`config.mk`:
```
export PLATFORM = sky130hd
export DESIGN_NAME = rst_supervisor
export DESIGN_NICKNAME = d
export VERILOG_FILES = /design/src/rtl/rst_sup_pkg.sv /design/src/rtl/rsup_tick.sv /design/src/rtl/rsup_sync.sv /design/src/rtl/rsup_debounce.sv /design/src/rtl/rsup_wdog.sv /design/src/rtl/rst_supervisor.sv
export SDC_FILE = /design/constraint.sdc
export NUM_CORES = 1
export LEC_CHECK = 0
export ABC_AREA = 1
export BUFFER_PORTS_ARGS = -buffer_cell sky130_fd_sc_hd__buf_4
export CORE_MARGIN = 4
export CORE_UTILIZATION = 45
export DETAILED_ROUTE_END_ITERATION = 16
export GPL_TIMING_DRIVEN = 0
export PLACE_DENSITY = 0.63
export SETUP_SLACK_MARGIN = 0.05
export SYNTH_ARGS = -nofsm -noshare
export SYNTH_HDL_FRONTEND = slang
export SYNTH_HIERARCHICAL = 1
export SYNTH_SLANG_ARGS = --single-unit
```
`constraint.sdc`:
```
create_clock -name clk_i -period 2 [get_ports clk_i]
set_input_delay 0 -clock clk_i [delete_from_list [all_inputs] [get_ports clk_i]]
set_output_delay 0 -clock clk_i [all_outputs]
set_load 0.02 [all_outputs]
```
`src/rtl/rst_sup_pkg.sv`:
```
package rst_sup_pkg;
  typedef enum logic {
    WD_KICK_PIN    = 1'b0,
    WD_SERIAL_LINE = 1'b1
  } wd_src_e;
endpackage

```
`src/rtl/rsup_tick.sv`:
```
module rsup_tick #(
  parameter int TICK_DIV = 50000
) (
  input  logic clk_i,
  input  logic rst_ni,
  output logic tick_o
);
  localparam int PW = (TICK_DIV > 1) ? $clog2(TICK_DIV) : 1;

  logic [PW-1:0] pre_q;

  assign tick_o = (pre_q == PW'(TICK_DIV - 1));

  always_ff @(posedge clk_i or negedge rst_ni) begin
    if (!rst_ni)     pre_q <= '0;
    else if (tick_o) pre_q <= '0;
    else             pre_q <= pre_q + 1'b1;
  end
endmodule

```
`src/rtl/rsup_sync.sv`:
```
module rsup_sync #(
  parameter int STAGES = 2
) (
  input  logic clk_i,
  input  logic rst_ni,
  input  logic d_i,
  output logic q_o
);
  logic [STAGES-1:0] stg_q;

  always_ff @(posedge clk_i or negedge rst_ni) begin
    if (!rst_ni) stg_q <= '1;
    else         stg_q <= {stg_q[STAGES-2:0], d_i};
  end

  assign q_o = stg_q[STAGES-1];
endmodule

```
`src/rtl/rsup_debounce.sv`:
```
module rsup_debounce #(
  parameter int DEB_TICKS = 10
) (
  input  logic clk_i,
  input  logic rst_ni,
  input  logic tick_i,
  input  logic d_i,
  output logic q_o
);
  localparam int CW = $clog2(DEB_TICKS + 1);

  logic [CW-1:0] cnt_q;
  logic          lvl_q;

  always_ff @(posedge clk_i or negedge rst_ni) begin
    if (!rst_ni) begin
      cnt_q <= '0;
      lvl_q <= 1'b1;
    end else if (d_i == lvl_q) begin
      cnt_q <= '0;
    end else if (tick_i) begin
      if (cnt_q == CW'(DEB_TICKS - 1)) begin
        lvl_q <= d_i;
        cnt_q <= '0;
      end else begin
        cnt_q <= cnt_q + 1'b1;
      end
    end
  end

  assign q_o = lvl_q;

  AST_DEB_FOLLOWS_INPUT: assert property (@(posedge clk_i) disable iff (!rst_ni)
    !$stable(lvl_q) |-> lvl_q == $past(d_i));
endmodule

```
`src/rtl/rsup_wdog.sv`:
```
module rsup_wdog #(
  parameter int WDOG_TICKS = 1600
) (
  input  logic clk_i,
  input  logic rst_ni,
  input  logic tick_i,
  input  logic mon_i,
  input  logic hold_i,
  output logic expire_o
);
  localparam int CW = $clog2(WDOG_TICKS + 1);

  logic [CW-1:0] cnt_q;
  logic          prev_q;
  logic          exp_q;
  logic          act;

  assign act = mon_i ^ prev_q;  // either polarity

  always_ff @(posedge clk_i or negedge rst_ni) begin
    if (!rst_ni) begin
      prev_q <= 1'b1;
      cnt_q  <= '0;
      exp_q  <= 1'b0;
    end else begin
      prev_q <= mon_i;
      exp_q  <= 1'b0;
      if (hold_i || act) begin
        cnt_q <= '0;
      end else if (tick_i) begin
        if (cnt_q == CW'(WDOG_TICKS - 1)) begin
          cnt_q <= '0;
          exp_q <= 1'b1;
        end else begin
          cnt_q <= cnt_q + 1'b1;
        end
      end
    end
  end

  assign expire_o = exp_q;

  AST_WD_CLEAR_IN_RST: assert property (@(posedge clk_i) disable iff (!rst_ni)
    hold_i |=> cnt_q == '0);
  AST_WD_KICK_CLEARS: assert property (@(posedge clk_i) disable iff (!rst_ni)
    act |=> !exp_q);
endmodule

```
`src/rtl/rst_supervisor.sv`:
```
module rst_supervisor
  import rst_sup_pkg::*;
#(
  parameter int      TICK_DIV    = 50000,
  parameter int      HOLD_TICKS  = 200,
  parameter int      WDOG_TICKS  = 1600,
  parameter int      DEB_TICKS   = 10,
  parameter int      SYNC_STAGES = 2,
  parameter wd_src_e WDOG_SRC    = WD_SERIAL_LINE
) (
  input  logic clk_i,
  input  logic rst_ni,
  input  logic supply_low_i,
  input  logic mr_ni,
  input  logic rst_force_ni,
  input  logic kick_i,
  input  logic sda_i,
  output logic rst_o,
  output logic rst_no
);
  localparam int HW      = $clog2(HOLD_TICKS + 1);
  localparam int N_ASYNC = 3;
  localparam int IX_MR   = 0;
  localparam int IX_FRC  = 1;
  localparam int IX_MON  = 2;

  logic               tick;
  logic               mon_raw;
  logic [N_ASYNC-1:0] raw, syn;
  logic               mr_deb;
  logic               wd_exp;
  logic               any_src;
  logic               rst_act;
  logic [HW-1:0]      hold_q;
  logic               rst_q, rst_nq;

  assign mon_raw = (WDOG_SRC == WD_SERIAL_LINE) ? sda_i : kick_i;
  assign raw     = {mon_raw, rst_force_ni, mr_ni};

  rsup_tick #(.TICK_DIV(TICK_DIV)) u_tick (
    .clk_i, .rst_ni, .tick_o(tick)
  );

  for (genvar g = 0; g < N_ASYNC; g++) begin : g_sync
    rsup_sync #(.STAGES(SYNC_STAGES)) u_sync (
      .clk_i, .rst_ni, .d_i(raw[g]), .q_o(syn[g])
    );
  end

  rsup_debounce #(.DEB_TICKS(DEB_TICKS)) u_deb (
    .clk_i, .rst_ni, .tick_i(tick), .d_i(syn[IX_MR]), .q_o(mr_deb)
  );

  rsup_wdog #(.WDOG_TICKS(WDOG_TICKS)) u_wdog (
    .clk_i, .rst_ni, .tick_i(tick), .mon_i(syn[IX_MON]),
    .hold_i(rst_q), .expire_o(wd_exp)
  );

  assign any_src = supply_low_i | ~mr_deb | ~syn[IX_FRC] | wd_exp;
  assign rst_act = any_src | (hold_q != '0);

  always_ff @(posedge clk_i or negedge rst_ni) begin
    if (!rst_ni) begin
      hold_q <= HW'(HOLD_TICKS);  // power-on stretch
      rst_q  <= 1'b1;
      rst_nq <= 1'b0;
    end else begin
      if (any_src)                    hold_q <= HW'(HOLD_TICKS);
      else if (tick && hold_q != '0)  hold_q <= hold_q - 1'b1;
      rst_q  <= rst_act;
      rst_nq <= ~rst_act;
    end
  end

  assign rst_o  = rst_q;
  assign rst_no = rst_nq;

  AST_SRC_ASSERTS: assert property (@(posedge clk_i) disable iff (!rst_ni)
    any_src |=> rst_q);
  AST_OUT_COMPL: assert property (@(posedge clk_i) disable iff (!rst_ni)
    rst_q != rst_nq);
  AST_RELEASE_QUIET: assert property (@(posedge clk_i) disable iff (!rst_ni)
    $fell(rst_q) |-> !$past(any_src));
endmodule

```
==> results of run 1 <==
==> final cells by class <==
class	instances	area, um^2
fill	580	2805
multi-input combinational	268	1320
sequential	50	1266
inverter	53	203.9
timing repair buffer	16	142.6
tap	75	93.84
clock buffer	5	68.82
clock inverter	3	43.79
buffer	1	11.26
==> layout by cell type, fill, tap and decap left out, types with 5 or more instances in the layout <==
master | netlist | routed
nand2_2 | 8 | 8
nand3_1 | 34 | 34
o21ai_1 | 9 | 9
dfstp_2 | 12 | 12
nand2_1 | 122 | 122
nor2_4 | 6 | 6
xor2_1 | 7 | 7
dfrtp_1 | 38 | 38
nand4_1 | 9 | 9
buf_4 | 0 | 11
inv_1 | 50 | 50
nor2_1 | 47 | 47
clkbuf_8 | 0 | 5
==> repair_timing <==
| item | in CTS | in global routing |
|---|---|---|
| hold buffers | 4 | 0 |
| endpoints found under the setup margin | 8 | 15 |
| pin swaps | 0 | 1 |
| buffers inserted | 0 | 5 |
| endpoints found under the hold margin | 41 | 0 |
| resized for setup | 2 | 2 |
==> worst max-delay path, cell delays in order, from the launching register on <==
cell and delay [ps]:
dfrtp_1 420, ha_1 240, nand3_2 150, nor2_1 80, nand2_2 110, clkinv_4 100
inv_1 130, nand3_4 130, inv_2 90, buf_6 130, nand2_1 50, o21ai_1 70
==> power breakdown <==
group / switching (mW) / total [mW] / internal, mW / leakage, nW
clock network: 0.355 / 0.730 / 0.375 / 0.0585
logic: 0.0279 / 0.0418 / 0.0139 / 0.863
registers: 0.00300 / 1.03 / 1.02 / 0.643
==> per-layer routing <==
metal,wire [um],GRT usage [%],up-vias
met2,2261,24.34,22
met4,83,5.524,0
met5,0,0,-
met3,153,2.567,8
li1,-,-,1204
met1,2609,21.10,1016
==> sequential cells by signal, indices dropped and copies added, names as in the netlist <==
signal,count
u_wdog/cnt_q,11
u_wdog/expire_o,1
u_tick/pre_q,16
u_deb/q_o,1
rst_no,1
u_deb/cnt_q,4
u_wdog/prev_q,1
hold_q,8
g_sync.u_sync/stg_q,6
rst_o,1
==> worst paths after layout <==
kind | from | to | slack, ps | cells past startpoint
max | u_tick/pre_q[0]$_DFF_PN0_ | u_wdog/cnt_q[8]$_DFFE_PN0P_ | 220 | 11
min | supply_low_i | hold_q[4]$_DFFE_PN0P_ | 20 | 4
max reg2reg | u_tick/pre_q[0]$_DFF_PN0_ | u_wdog/cnt_q[8]$_DFFE_PN0P_ | 220 | 11
min reg2reg | g_sync[0].u_sync/stg_q[0]$_DFF_PN1_ | g_sync[0].u_sync/stg_q[1]$_DFF_PN1_ | 360 | 0
max in group asynchronous | rst_ni | u_tick/pre_q[8]$_DFF_PN0_ | 1340 | 2
min in group asynchronous | rst_ni | hold_q[2]$_DFFE_PN0P_ | 240 | 2
==> cells by family (layout without fill, tap and decap cells) <==
group                    count (synthesis)  in the layout  share of synthesized area [%]
AO/OA/AOI/OAI                           18             18                          3.943
XOR/XNOR                                 7              7                          2.195
adder cells (fa/ha/maj)                  4              4                          1.792
buffers and inverters                   54             78                          7.527
flip-flops                              50             50                          45.34
AND/OR/NAND/NOR                        239            239                          39.20
==> through the flow <==
stage	setup TNS (ps)	cells	hold slack, ps	instance area [um^2]	setup slack [ps]
floorplan	0	372	-295.6	2793	288.7
global placement	-54.67	454	69.70	2939	-18.43
detailed placement	-192.6	454	67.17	2939	-58.33
CTS	0	466	12.93	3098	62.83
global route	0	471	18.47	3151	80.34
finish	0	471	15.52	3151	218.8
==> reports/qor.csv, run 1 <==
metric,value,unit
grt_overflow_total,0,
maxCapViolCount,0,
cts_tree,yes,
cts.sinks,50,
place_congestion,0.8424,
synthDominantAreaCellType,dfrtp_1,
synth_area_leaders,"dfrtp_1 34%, nand2_1 16%, dfstp_2 11%",
required,2240,ps
core-area,0.005956,mm^2
numPortBuffers,7,
setup_viol,0,
crit_type,register to register,
fin_nets,406,
routedWlPerCell,10.85,um
syn_nets,383,
critical_path_arrival,2020,ps
final_core_utilization,52.90,%
finalMaxSlewViolations,0,
post-route-period-util,89.06,%
yosysSeqAreaShare,45.34,%
drive_above_1_share,15.91,%
grt_usage,15.33,%
root_buffer,clkbuf_8,
min_period,1781,ps
via_per_inst,4.777,
grt_pass1_wl,9.321,mm
postRouteAntennaNets,0,
route.detailed.drc,0,
wirelength,5.108,mm
antenna_cells,0,
grt_max_degree,51,
total_power,1.798,mW
cts_inserted_buffers,5,
synth_ff_type,dfrtp_1,
fin_worst_skew,7.335,ps
grt_pass1_vias,2135,
yosys-top-cells-count,"122 x nand2_1, 50 x inv_1, 47 x nor2_1, 38 x dfrtp_1, 34 x nand3_1",
io-pin-count,9,
min_path_type,input port to register,
antenna_found_initial,0,
irDropWorstVdd,0.4236,mV
timing.fmax,561.4,MHz
status,"complete, no violations",
die_h,86.78,um
dr_total_vias,2250,
critPathCaptureType,register,
powerDensity,570.8,mW/mm^2
tightestPinTransition,617.4,ps
rsz0062_at_grt,false,
synth-seq-cells,50,
synth.distinct_cells,26,
start_kind,register,
rows,28,
netlist_instances,372,
async_reset_ff_share,100.0,%
synth_area,0.002793,mm^2
yosysMostFrequentCell,nand2_1,
final-hold-violation-count,0,
avgSynthCellArea,7.507,um^2
relSlewSlack,58.84,%
die_x,86.78,um
clk_latency,310,ps
clockBufferDepth,2,
die_area,0.007530,mm^2
initial_core_util,46.89,%
crit_fanout,10,
synth.top_cell.area_share,34.05,%
drt_iter0_markers,115,
yosys_warnings,6,
hpwl,3.577,mm
leakage,1.564,nW
areaGrowthSynthToFinish,12.81,%
clk_transition_reported_paths,100,ps
first_pass_iters,4,
synth-edff-count,0,
ctsHtreeMaxLevel,2,
Power figures use the tool's default switching activity.
==> run 2: changes to the inputs <==
- REMOVE_ABC_BUFFERS: not set -> 1
==> run 2 against run 1 <==
Effect of this change: maximum frequency is 0.26% higher; clock power increased by 17%; sequential power hardly changed; combinational power grew 6.0%; clock-buffer cell count is the same; first-iteration DRC count is 43% lower; sequential share of layout area grew 0.21 points; wire length up 4.0%; final area is 0.52% lower; critical endpoint is now u_wdog/cnt_q[9]$_DFFE_PN0P_; largest cell class unchanged; largest power group unchanged; highest routed layer unchanged.
==> reports/qor.csv, run 2 (synthesized netlist as in run 1, its figures left out) <==
metric,value,unit
status,"complete, no violations",
tightestPinTransition,644.6,ps
routedWlPerCell,11.38,um
leakage,1.550,nW
setup_viol,0,
postRouteAntennaNets,0,
powerDensity,614.3,mW/mm^2
crit_path_start,u_tick/pre_q[0]$_DFF_PN0_,
endpoint,u_wdog/cnt_q[9]$_DFFE_PN0P_,
min_path_type,input port to async pin,
grt_pass1_wl,9.646,mm
antenna_found_initial,0,
cts_inserted_buffers,5,
required,2240,ps
worst_r2r_endpoint,u_wdog/cnt_q[9]$_DFFE_PN0P_,
grt_overflow_total,0,
fin_worst_skew,7.839,ps
layout_common_cells,"122 x nand2_1, 49 x inv_1, 47 x nor2_1",
grt_max_degree,51,
worst-path-buf-inv,1,
areaGrowthSynthToFinish,12.23,%
reg2reg_from,u_tick/pre_q[0]$_DFF_PN0_,
multi_input_area,0.001320,mm^2
start_kind,register,
cts.sinks,50,
placed_area,0.002928,mm^2
clockBufferDepth,2,
cts_tree,yes,
grt_pass1_vias,2154,
worstPathCellList,ha_1 > nand3_2 > nor2_1 > nand2_2 > clkinv_4 > nand3_1 > a21oi_2 > nand2_1 > nand2_1,
critPathMaxStageDelay,390,ps
via_per_inst,4.792,
finalMaxSlewViolations,0,
seq_area,0.001266,mm^2
min_period,1777,ps
largest_register_ffs,16,
crit_family,simple AND/OR/NAND/NOR gates,
final_common_cell,nand2_1,
initial_core_util,46.89,%
root_buffer,clkbuf_8,
relSlewSlack,57.03,%
crit_type,register to register,
dr_total_vias,2238,
critical_path_arrival,2020,ps
reg2reg_slack,220,ps
slowest_stage,dfrtp_1,
clk_latency,300,ps
die_x,86.78,um
rsz0062_at_grt,false,
core-area,0.005956,mm^2
rows,28,
clk_transition_reported_paths,100,ps
die_area,0.007530,mm^2
maxCapViolCount,0,
timing.fmax,562.9,MHz
first_pass_iters,5,
ff2ff_path_depth,9,
cp_common_cell,nand2_1,
hpwl,3.723,mm
grt_usage,16.15,%
drt_iter0_markers,65,
final-hold-violation-count,0,
place_congestion,0.8375,
top_register,u_tick/pre_q,
final_core_utilization,52.63,%
io-pin-count,9,
die_h,86.78,um
fin_area,0.003134,mm^2
numPortBuffers,7,
post-route-period-util,88.83,%
critPathCaptureType,register,
route.detailed.drc,0,
antenna_cells,0,
fillers,593,
wirelength,5.313,mm
reg_top3,"u_tick/pre_q (16), u_wdog/cnt_q (11), hold_q (8)",
ctsHtreeMaxLevel,2,
crit_fanout,14,
irDropWorstVdd,0.2965,mV
drive_above_1_share,15.05,%
crit_cells,9,
fin_nets,402,
[run 2: cell count changes in the layout (fill, tap and decap cells not counted), sizes merged]
cell and delta:
bufinv +1, inv -1, buf -5, dlygate4sd3 +1
[run 2: what timing repair did]
| action | 4_1_cts | 5_1_grt |
|---|---|---|
| pin swaps | 0 | 0 |
| buffers inserted | 0 | 1 |
| gates resized for setup | 2 | 4 |
| hold buffers | 5 | 0 |
| endpoints found under the hold margin | 42 | 0 |
| endpoints found under the setup margin | 7 | 16 |
[run 2: through the flow]
stage	setup TNS, ps	std cells	setup slack [ps]	total power [mW]	hold slack [ps]
floorplan	0	371	359.9	1.054	-295.6
global placement	-9.731	453	-4.620	1.084	72.75
detailed placement	-10.40	453	-7.723	1.085	76.41
CTS	0	466	120.6	1.968	278.5
global route	0	467	54.54	2.016	299.5
finish	0	467	223.5	1.925	243.0
[run 2: worst min path at each step]
stage	end	startpoint	slack, ps
after floorplan	hold_q[0]$_DFFE_PN0P_	rst_ni	-300
after global placement	hold_q[2]$_DFFE_PN0P_	rst_ni	70
after detailed placement	hold_q[2]$_DFFE_PN0P_	rst_ni	80
after CTS	hold_q[4]$_DFFE_PN0P_	rst_ni	280
after global routing	rst_no$_DFF_PN0_	rst_ni	300
final	hold_q[0]$_DFFE_PN0P_	rst_ni	240
[run 2: area by class of cell]
type | instances | share of cell area, %
Clock buffer | 5 | 2.196
Clock inverter | 3 | 2.196
Inverter | 53 | 6.587
Multi-Input combinational cell | 268 | 42.12
Sequential cell | 50 | 40.40
Tap cell | 75 | 2.994
Timing Repair Buffer | 13 | 3.513
[run 2: power by group]
group | switching (mW) | internal [mW] | total [mW]
clock | 0.353 | 0.501 | 0.854
combinational | 0.0292 | 0.0151 | 0.0443
sequential | 0.00305 | 1.02 | 1.03
[run 2: metal layers]
layer	GRT usage (%)	wire length [um]	up-vias	part of all wire [%]
li1	-	-	1195	-
met1	21.94	2602	1016	49
met2	26.01	2519	23	47
met3	2.281	133	4	2.5
met4	6.374	57	0	1.1
met5	0	0	-	0
